===== src/rtl/fle_pkg.sv =====
package fle_pkg;

    typedef enum logic {
        MODE_DUAL   = 1'b0,
        MODE_SINGLE = 1'b1
    } fle_mode_e;

    typedef enum logic {
        OSEL_COMB = 1'b0,
        OSEL_REG  = 1'b1
    } fle_osel_e;

    // Full configuration width for halves of k inputs: table, mode, two selects.
    function automatic int cfg_width(input int k);
        return (2 ** (k + 1)) + 3;
    endfunction

endpackage


===== src/rtl/fle_cfg_chain.sv =====
module fle_cfg_chain #(
    parameter int WIDTH = 67
) (
    input  logic             clk,
    input  logic             rst,
    input  logic             shift_en,
    input  logic             ser_in,
    output logic [WIDTH-1:0] bits,
    output logic             ser_out
);
    logic [WIDTH-1:0] chain_q;

    always_ff @(posedge clk) begin
        if (shift_en) begin
            chain_q <= {chain_q[WIDTH-2:0], ser_in};
        end
    end

    assign bits    = chain_q;
    assign ser_out = chain_q[WIDTH-1];


    cfg_hold_chk: assert property (@(posedge clk) disable iff (rst)
        !shift_en |=> $stable(chain_q));


    cfg_shift_chk: assert property (@(posedge clk) disable iff (rst)
        shift_en |=> (chain_q[0] == $past(ser_in)));

endmodule


===== src/rtl/fle_lut.sv =====
module fle_lut #(
    parameter int K = 5
) (
    input  logic [(2**K)-1:0] table_bits,
    input  logic [K-1:0]      sel,
    output logic              y
);
    assign y = table_bits[sel];
endmodule


===== src/rtl/fle_out_stage.sv =====
module fle_out_stage
    import fle_pkg::*;
(
    input  logic      clk,
    input  logic      rst,
    input  logic      d,
    input  fle_osel_e osel,
    output logic      y
);
    logic q;

    always_ff @(posedge clk) begin
        if (rst) begin
            q <= 1'b0;
        end else begin
            q <= d;
        end
    end

    assign y = (osel == OSEL_REG) ? q : d;


    reg_capture_chk: assert property (@(posedge clk) disable iff (rst)
        (osel == OSEL_REG) |=> (y == $past(d)) || (osel != OSEL_REG));


    reg_reset_chk: assert property (@(posedge clk)
        rst |=> (q == 1'b0));

endmodule


===== src/rtl/fle_top.sv =====
module fle_top
    import fle_pkg::*;
#(
    parameter int LUT_K = 5
) (
    input  logic               clk,
    input  logic               rst,
    input  logic               cfg_en,
    input  logic               cfg_din,
    output logic               cfg_dout,
    input  logic [LUT_K:0]     din,
    output logic [1:0]         dout
);
    localparam int HALF_W  = 2 ** LUT_K;
    localparam int TBL_W   = 2 * HALF_W;
    localparam int CFG_W   = cfg_width(LUT_K);
    localparam int MODE_B  = TBL_W;
    localparam int SEL0_B  = TBL_W + 1;

    logic [CFG_W-1:0] cfg_bits;
    fle_mode_e        mode;
    logic [1:0]       half_y;
    logic [1:0]       pre_y;

    fle_cfg_chain #(.WIDTH(CFG_W)) u_cfg (
        .clk      (clk),
        .rst      (rst),
        .shift_en (cfg_en),
        .ser_in   (cfg_din),
        .bits     (cfg_bits),
        .ser_out  (cfg_dout)
    );

    assign mode = fle_mode_e'(cfg_bits[MODE_B]);

    for (genvar h = 0; h < 2; h++) begin : g_half
        fle_lut #(.K(LUT_K)) u_lut (
            .table_bits (cfg_bits[h*HALF_W +: HALF_W]),
            .sel        (din[LUT_K-1:0]),
            .y          (half_y[h])
        );
    end

    // Fracture: single mode uses the top input to pick a half.
    always_comb begin
        if (mode == MODE_SINGLE) begin
            pre_y[0] = din[LUT_K] ? half_y[1] : half_y[0];
            pre_y[1] = 1'b0;
        end else begin
            pre_y = half_y;
        end
    end

    for (genvar o = 0; o < 2; o++) begin : g_out
        fle_out_stage u_stage (
            .clk  (clk),
            .rst  (rst),
            .d    (pre_y[o]),
            .osel (fle_osel_e'(cfg_bits[SEL0_B + o])),
            .y    (dout[o])
        );
    end


    single_out1_low_chk: assert property (@(posedge clk) disable iff (rst)
        (mode == MODE_SINGLE && !cfg_en && $stable(mode)) |=> (mode != MODE_SINGLE) || (dout[1] == 1'b0));

endmodule


===== config.mk =====
export PLATFORM = sky130hd
export DESIGN_NAME = fle_top
export DESIGN_NICKNAME = d
export VERILOG_FILES = /design/src/rtl/fle_pkg.sv /design/src/rtl/fle_cfg_chain.sv /design/src/rtl/fle_lut.sv /design/src/rtl/fle_out_stage.sv /design/src/rtl/fle_top.sv
export SDC_FILE = /design/constraint.sdc
export NUM_CORES = 1
export LEC_CHECK = 0
export CAP_MARGIN = 20
export CORE_MARGIN = 1
export CORE_UTILIZATION = 25
export DETAILED_ROUTE_END_ITERATION = 16
export HOLD_SLACK_MARGIN = 0.1
export SYNTH_ARGS = -nofsm -noshare
export SYNTH_HDL_FRONTEND = slang
export SYNTH_SLANG_ARGS = --single-unit

===== constraint.sdc =====
create_clock -name clk -period 1.7 [get_ports clk]
set_input_delay 0.255 -clock clk [delete_from_list [all_inputs] [get_ports clk]]
set_output_delay 0.255 -clock clk [all_outputs]
set_load 0.005 [all_outputs]

# [Word-level counts from Yosys, hierarchy flattened]
# Cells that the tools add are included.
[word_totals] register_bits=69 in_bits=10 output_inout_bits=3
[classes] n_lt_le_gt_ge=1 mux=8
[ops] cell="binary-select mux 1 bit (select 5 bit)" count=2
[ops] cell="less-than comparator 5 x 6 -> 1 bit, second input constant" count=1
[ops] cell="two-way mux 1 bit" count=5
[ops] cell="two-way mux 2 bit" count=1

# [Logic depth before layout (Yosys ltp)]
# Gate-level depths: netlist of run 1.
[logic_depth] ltp_word=5 depth_mapped=9

# [Cells and area by module]
# Synthesis of run 1 repeated with hierarchy kept, for this count alone.
[hier_totals] cells_unflattened=159 hier_area_um2=2780.2
[by_module_without_submodules] module="fle_cfg_chain" n_inst=1 cells_each=68 area_per_inst_um2=2019.4 seq_area_each_um2=2011.9
[by_module_without_submodules] module="fle_lut" n_inst=2 cells_each=41 area_per_inst_um2=325.3 seq_area_each_um2=0.0
[by_module_without_submodules] module="fle_out_stage" n_inst=2 cells_each=3 area_per_inst_um2=41.3 seq_area_each_um2=20.0
[by_module_without_submodules] module="fle_top" n_inst=1 cells_each=3 area_per_inst_um2=27.5 seq_area_each_um2=0.0

# [Worst setup path after synthesis of run 1]
# Ideal clock, no wire load.
[synth_path] kind="register -> output" start="register u_cfg.chain_q[56] (netlist: u_cfg.bits[56])" end="output port dout[0]" arrival_time_ps=1489 required_time_ps=1445 slack_ps=-44 path_stages_with_launch=8 path_buffers=1 path_cell_list="edfxtp_1 nor2b_1 a2111oi_2 a221oi_1 a22o_1 o21bai_1 a31oi_1 buf_4"
[synth_between] elab_chain_len=5
[synth_rtl] element="start: declaration" line="fle_cfg_chain.sv:11" source="logic [WIDTH-1:0] chain_q;"
[synth_rtl] element="start signal: assignment" line="fle_cfg_chain.sv:15" source="chain_q <= {chain_q[WIDTH-2:0], ser_in};"
[synth_rtl] element="binary-select mux 1 bit (select 5 bit)" line="fle_lut.sv:8" source="assign y = table_bits[sel];"
[synth_rtl] element="two-way mux 1 bit (not written as such)" line="fle_lut.sv:8"
[synth_rtl] element="two-way mux 1 bit" line="fle_top.sv:47" source="pre_y[0] = din[LUT_K] ? half_y[1] : half_y[0];"
[synth_rtl] element="two-way mux 2 bit" line="fle_top.sv:46" source="if (mode == MODE_SINGLE) begin"
[synth_rtl] element="two-way mux 1 bit" line="fle_out_stage.sv:20" source="assign y = (osel == OSEL_REG) ? q : d;"
[synth_rtl] element="end: declaration" line="fle_top.sv:12" source="output logic [1:0] dout"
# Every way passes these cells. The select of a mux whose other input is x is not followed.

# [Worst setup path in the final report of run 1]
[layout_path] start="register u_cfg.chain_q[18] (netlist: u_cfg.bits[18])" end="output port dout[0]"
[layout_between] elab_chain_len=5
[layout_rtl] element="binary-select mux 1 bit (select 5 bit) (*)" line="fle_lut.sv:8"
[layout_rtl] element="two-way mux 1 bit (not written as such) (*)" line="fle_lut.sv:8"
[layout_rtl] element="two-way mux 1 bit" line="fle_top.sv:47"
[layout_rtl] element="two-way mux 2 bit (*)" line="fle_top.sv:46"
[layout_rtl] element="two-way mux 1 bit (*)" line="fle_out_stage.sv:20"
# Every way passes the cells marked *; elsewhere a longest branch is shown, timed or not. The select of a mux whose other input is x is not followed.

==> impl_metrics.csv, run 1 <==
group,metric,value,unit
clocking,root_buffer,"clkbuf_8",
route,dr.pass1.iters,4,
floorplan,fp-row-count,38,
synthesis,syn_nets,161,
power_and_ir_drop,p_sw,872,µW
run,drv_cap,0,
power_and_ir_drop,clkPwrFrac,33.3,%
floorplan,die_w,107,µm
timing,fin_crit_sh,130,%
route,vias_per_cell,4.34,
timing,setup_violations,2,
power_and_ir_drop,power.density,978,nW/µm²
clocking,clk_pin_slew,0.08,ns
route,wl_per_cell,14.5,µm
global_route,grt_max_degree,33,
power_and_ir_drop,combPwrFrac,10.2,%
synthesis,syn_area_per_cell,18.4,µm²
synthesis,netlist_top_cells_area,"edfxtp_1 72%, mux2i_1 5.4%, mux4_2 4.9%, nor2b_1 1.6%, dfxtp_1 1.4%",
layout,fin_area,3670,µm²
synthesis,synth_common_cells,"67 x edfxtp_1, 15 x mux2i_1, 7 x nor2b_1, 6 x mux4_2, 6 x nand2_1",
timing,relSlewSlack,71.8,%
worst_setup_path,arrival,1.96,ns
timing,report.final.slew_viol_count,0,
route,drc,0,
floorplan,dieArea,11500,µm²
placement,gp_congestion,0.748,
min_path,hold_path.class,"in2reg",
timing,timing_hold_violations_final,0,
floorplan,num_io_pins,13,
route,wl,5210,µm
placement,dp_hpwl,3330,µm
route,drt-initial-drc-count,46,
layout,fin_util,33.8,%
status,status,"finished with violations",
global_route,antenna_found_initial,0,
layout,layout-drive-gt1-share,42.9,%
power_and_ir_drop,swShare,24.3,%
min_path,hold_depth,1,
power_and_ir_drop,p_leak,0.00133,µW
synthesis,ys_warn_count,0,
synthesis,synthArstFlopShare,0,%
layout,antennaDiodeCount,0,
worst_setup_path,critPathLaunchType,"flop",
global_route,grt_usage,10.0,%
power_and_ir_drop,vdd_ir_drop_max,0.000577,V
floorplan,die_h,107,µm
worst_setup_path,path_class,"reg2out",
synthesis,synth-main-ff-cell,"edfxtp_1",
synthesis,yosysUniqueCellTypes,34,
layout,fin_nets,224,
worst_setup_path,worstRegToRegCells,8,
timing,fin_ws,-0.517,ns
timing,clock.fmax,451,MHz
worst_setup_path,worst-path-max-fanout,2,
timing,fin_crit,2.22,ns
worst_setup_path,worstPathRequired,1.44,ns
global_route,grt_pass1_vias,1663,
placement,dpl-instance-area,3310,µm²
power_and_ir_drop,seq_power_share,56.5,%
synthesis,syn_area,2780,µm²
route,antenna_left,0,
global_route,overflow,0,
synthesis,yosys.area.top_type_share,72.4,%
timing,tightest_slew,0.422,ns
timing,rsz0062_at_grt,"yes",
worst_setup_path,crit_path_end_kind,"primary output",
global_route,grt_first_pass_wirelength,8570,µm
clocking,cts_num_sinks,69,
timing,skew,0.0139,ns
power_and_ir_drop,p_total,3590,µW
floorplan,start_util,25.6,%
layout,syn_to_final_growth,31.9,%
synthesis,yosysMostFrequentCell,"edfxtp_1",
synthesis,ys_ff_latch,69,
power_and_ir_drop,power.internal,2710,µW
synthesis,synth_edf_count,67,
route,num_vias,1558,
clocking,cts_buffer_depth,2,
placement,io_buffers,12,
synthesis,synth_cells,151,
placement,pre_cts_ws,-1.15,ns
status,violations,"negative setup slack",
clocking,cts_buffers,9,
clocking,cts_max_level,3,
clocking,clk_latency,0.35,ns
synthesis,ys_seq_area_share,73.8,%
synthesis,yosys.area.top_type,"edfxtp_1",
timing,holdWs,0.340,ns
clocking,cts_hold_buffers,0,
floorplan,core,10800,µm²
clocking,cts_tree,"built",
## critical path: stages, from the launching register on
cell and delay (ns):
edfxtp_1 0.42, mux4_2 0.47, mux2i_1 0.16, and3_1 0.17
a31oi_1 0.05, o21ai_1 0.12, a31oi_1 0.10, buf_2 0.13
## through the flow
step | TNS, ns | instances
5_1_grt | -1.17 | 359
6_report | -0.946 | 359
2_1_floorplan | -0.0387 | 151
4_1_cts | -0.940 | 355
3_5_place_dp | -3.27 | 330
3_3_place_gp | -3.06 | 330
## area by class of cell
cell class,instances,area (µm²)
clock inverters,7,51.3
flip-flops and latches,69,2050
repair buffers,62,538
multi-input cells,70,718
inverters,2,7.51
fillers,1066,7170
well taps,140,175
clock buffers,9,124
## flip-flops by register name (all words and copies together), names as in the netlist
register         flops
g_out.u_stage.q      2
u_cfg.bits          67
## final timing paths
| check | from | end | slack [ns] |
|---|---|---|---|
| worst min register to register | u_cfg.bits[61] | u_cfg.bits[62] | 0.45 |
| worst max-delay path | u_cfg.bits[18] | dout[0] | -0.52 |
| worst min-delay path | cfg_en | u_cfg.bits[2] | 0.34 |
| worst max register to register | u_cfg.bits[56] | g_out[0].u_stage.q | 0.09 |
## power groups by stage
| stage | clock [µW] | sequential [µW] | combinational [µW] |
|---|---|---|---|
| 6_report | 1190 | 2030 | 366 |
| 5_1_grt | 1280 | 2040 | 395 |
| 4_1_cts | 1220 | 2030 | 352 |
| 3_5_place_dp | 0 | 2060 | 307 |
| 3_3_place_gp | 0 | 2060 | 301 |
| 2_1_floorplan | 0 | 2040 | 164 |
## routing by layer
layer / wire length [µm] / part of all wire [%] / GRT usage (%)
met2: 2460 / 47 / 15.2
met5: 0 / 0 / 0
met3: 205 / 3.9 / 4.06
met4: 39 / 0.75 / 2.64
met1: 2510 / 48 / 13.3
## kinds of logic (layout without fill, tap and decap cells)
group	Yosys count	in the layout	synth area share [%]
compound gates	23	23	6.71
buf+inv	12	80	3.60
simple gates	24	24	4.77
flops	69	69	73.8
mux	23	23	11.1
## timing repair
item | CTS | global route
resized for setup | 31 | 8
cloned | 2 | 0
setup buffers | 7 | 4
pin swaps | 10 | 8
endpoints found under the setup margin | 4 | 3
## layout by cell type (no fill, tap or decap), drive strengths merged, types with 2 or more instances in the layout
cell type,n
nand4b,2
a221oi,2
inv,3
a22oi,2
clkdlybuf4s50,5
clkinv,4
a31oi,2
mux2i,15
dfxtp,2
o21ai,2
nor3,2
a21oi,3
nor2b,7
buf,54
mux2,2
mux4,6
clkbuf,10
nor2,3
a2111oi,5
clkinvlp,2
edfxtp,67
o311ai,2
nand2,6
No activity file was read; power rests on OpenSTA's default activity.
==> run 2, diff against run 1 <==
- MAX_ROUTING_LAYER: unset -> met4
==> impl_metrics.csv, run 2 (synthesis results as in run 1) <==
group,metric,value,unit
clocking,cts_buffers,9,
timing,setup_tns,-0.953,ns
clocking,cts_hold_buffers,0,
route,drc,0,
floorplan,start_util,25.6,%
route,wl,5240,µm
power_and_ir_drop,power.density,978,nW/µm²
layout,antennaDiodeCount,0,
timing,fin_crit,2.22,ns
status,violations,"negative setup slack",
worst_setup_path,arrival,1.97,ns
floorplan,dieArea,11500,µm²
timing,skew,0.0139,ns
global_route,grt_usage,10.3,%
timing,fin_ws,-0.521,ns
global_route,grt_first_pass_wirelength,8560,µm
placement,dpl-instance-area,3310,µm²
timing,clock.fmax,450,MHz
min_path,worstHoldStart,"cfg_en",
worst_setup_path,worstPathRequired,1.44,ns
clocking,cts_buffer_depth,2,
global_route,overflow,0,
timing,fin_crit_sh,131,%
timing,relSlewSlack,71.9,%
layout,fin_area,3670,µm²
worst_setup_path,cp-startpoint,"u_cfg.bits[22]",
global_route,grt_pass1_vias,1663,
clocking,cts_tree,"built",
timing,tightest_slew,0.421,ns
status,status,"finished with violations",
layout,syn_to_final_growth,32.2,%
power_and_ir_drop,p_leak,0.00134,µW
min_path,hold_path.class,"in2reg",
worst_setup_path,rr_startpoint,"u_cfg.bits[56]",
layout,fin_nets,225,
route,drt-initial-drc-count,65,
clocking,cts_max_level,3,
layout,final_common_cell,"edfxtp_1",
timing,rsz0062_at_grt,"yes",
floorplan,die_w,107,µm
timing,setup_violations,2,
route,antenna_left,0,
floorplan,num_io_pins,13,
worst_setup_path,worst-path-max-fanout,2,
power_and_ir_drop,vdd_ir_drop_max,0.000575,V
timing,report.final.slew_viol_count,0,
worst_setup_path,critPathLaunchType,"flop",
clocking,root_buffer,"clkbuf_8",
run,drv_cap,0,
timing,timing_hold_violations_final,0,
global_route,antenna_found_initial,0,
placement,dp_hpwl,3330,µm
route,wl_per_cell,14.6,µm
floorplan,core,10800,µm²
floorplan,fp-row-count,38,
floorplan,die_h,107,µm
layout,layout-drive-gt1-share,43.2,%
worst_setup_path,path_class,"reg2out",
clocking,clk_pin_slew,0.08,ns
global_route,grt_max_degree,33,
route,vias_per_cell,4.39,
route,dr.pass1.iters,4,
clocking,cts_num_sinks,69,
route,num_vias,1580,
layout,largest_reg_flops,67,
layout,mostFrequentLayoutCells,"67 x edfxtp_1, 44 x buf_4, 15 x mux2i_1",
clocking,clk_latency,0.36,ns
placement,gp_congestion,0.757,
worst_setup_path,crit_path_end_kind,"primary output",
placement,io_buffers,12,
## run 2: cell types whose count changed in the layout (fill, tap and decap cells not counted)
cell | previous run | this run
buf_4 | 43 | 44
## run 2: per-layer routing
layer  vias up  GRT usage [%]  wire (µm)
met2        28           15.3       2460
met5         -              -          0
met4         0           2.64         46
met3         6           4.18        200
met1       809           13.2       2530
li1        737              -          -
## run 2: area by class of cell
class | count | area, µm²
Fill cell | 1066 | 7170
Timing Repair Buffer | 63 | 546
Inverter | 2 | 7.51
Sequential cell | 69 | 2050
Clock inverter | 7 | 51.3
Multi-Input combinational cell | 70 | 718
Tap cell | 140 | 175
Clock buffer | 9 | 124
## run 2: worst paths after layout
path         cells after the start  slack [ns]                 end
min reg2reg                      0        0.45      u_cfg.bits[53]
max                              7       -0.52             dout[0]
max reg2reg                      8        0.09  g_out[0].u_stage.q
min                              1        0.33       u_cfg.bits[2]
## run 2: repair_timing
| action | in CTS | in global routing |
|---|---|---|
| gates resized for setup | 31 | 8 |
| buffers inserted | 7 | 5 |
| setup endpoints to repair | 4 | 3 |
| pin swaps | 10 | 8 |
| gates cloned | 2 | 0 |
## run 2: report_power, final
group	leakage (µW)	total (µW)	switching, µW	internal, µW
combinational	0.000581	368	161	207
sequential	0.000672	2030	50.5	1980
clock	0.0000856	1200	666	533
total	0.00134	3590	877	2710
## run 2: metrics by stage
stage / util (%) / cells / setup slack (ns) / total power, µW / hold slack (ns)
2_1_floorplan: - / 151 / -0.0266 / 2210 / 0.324
3_3_place_gp: 30.5 / 330 / -1.07 / 2360 / 0.429
3_5_place_dp: 30.5 / 330 / -1.15 / 2370 / 0.435
4_1_cts: 33.5 / 355 / -0.542 / 3600 / 0.323
5_1_grt: 33.9 / 360 / -0.651 / 3720 / 0.333
6_report: 33.9 / 360 / -0.521 / 3590 / 0.331
## run 2: critical path, stage by stage, from the launching register on
cell	delay [ns]
edfxtp_1	0.41
mux4_2	0.47
mux2i_1	0.16
and3_1	0.17
a31oi_1	0.05
o21ai_1	0.13
a31oi_1	0.10
buf_2	0.13
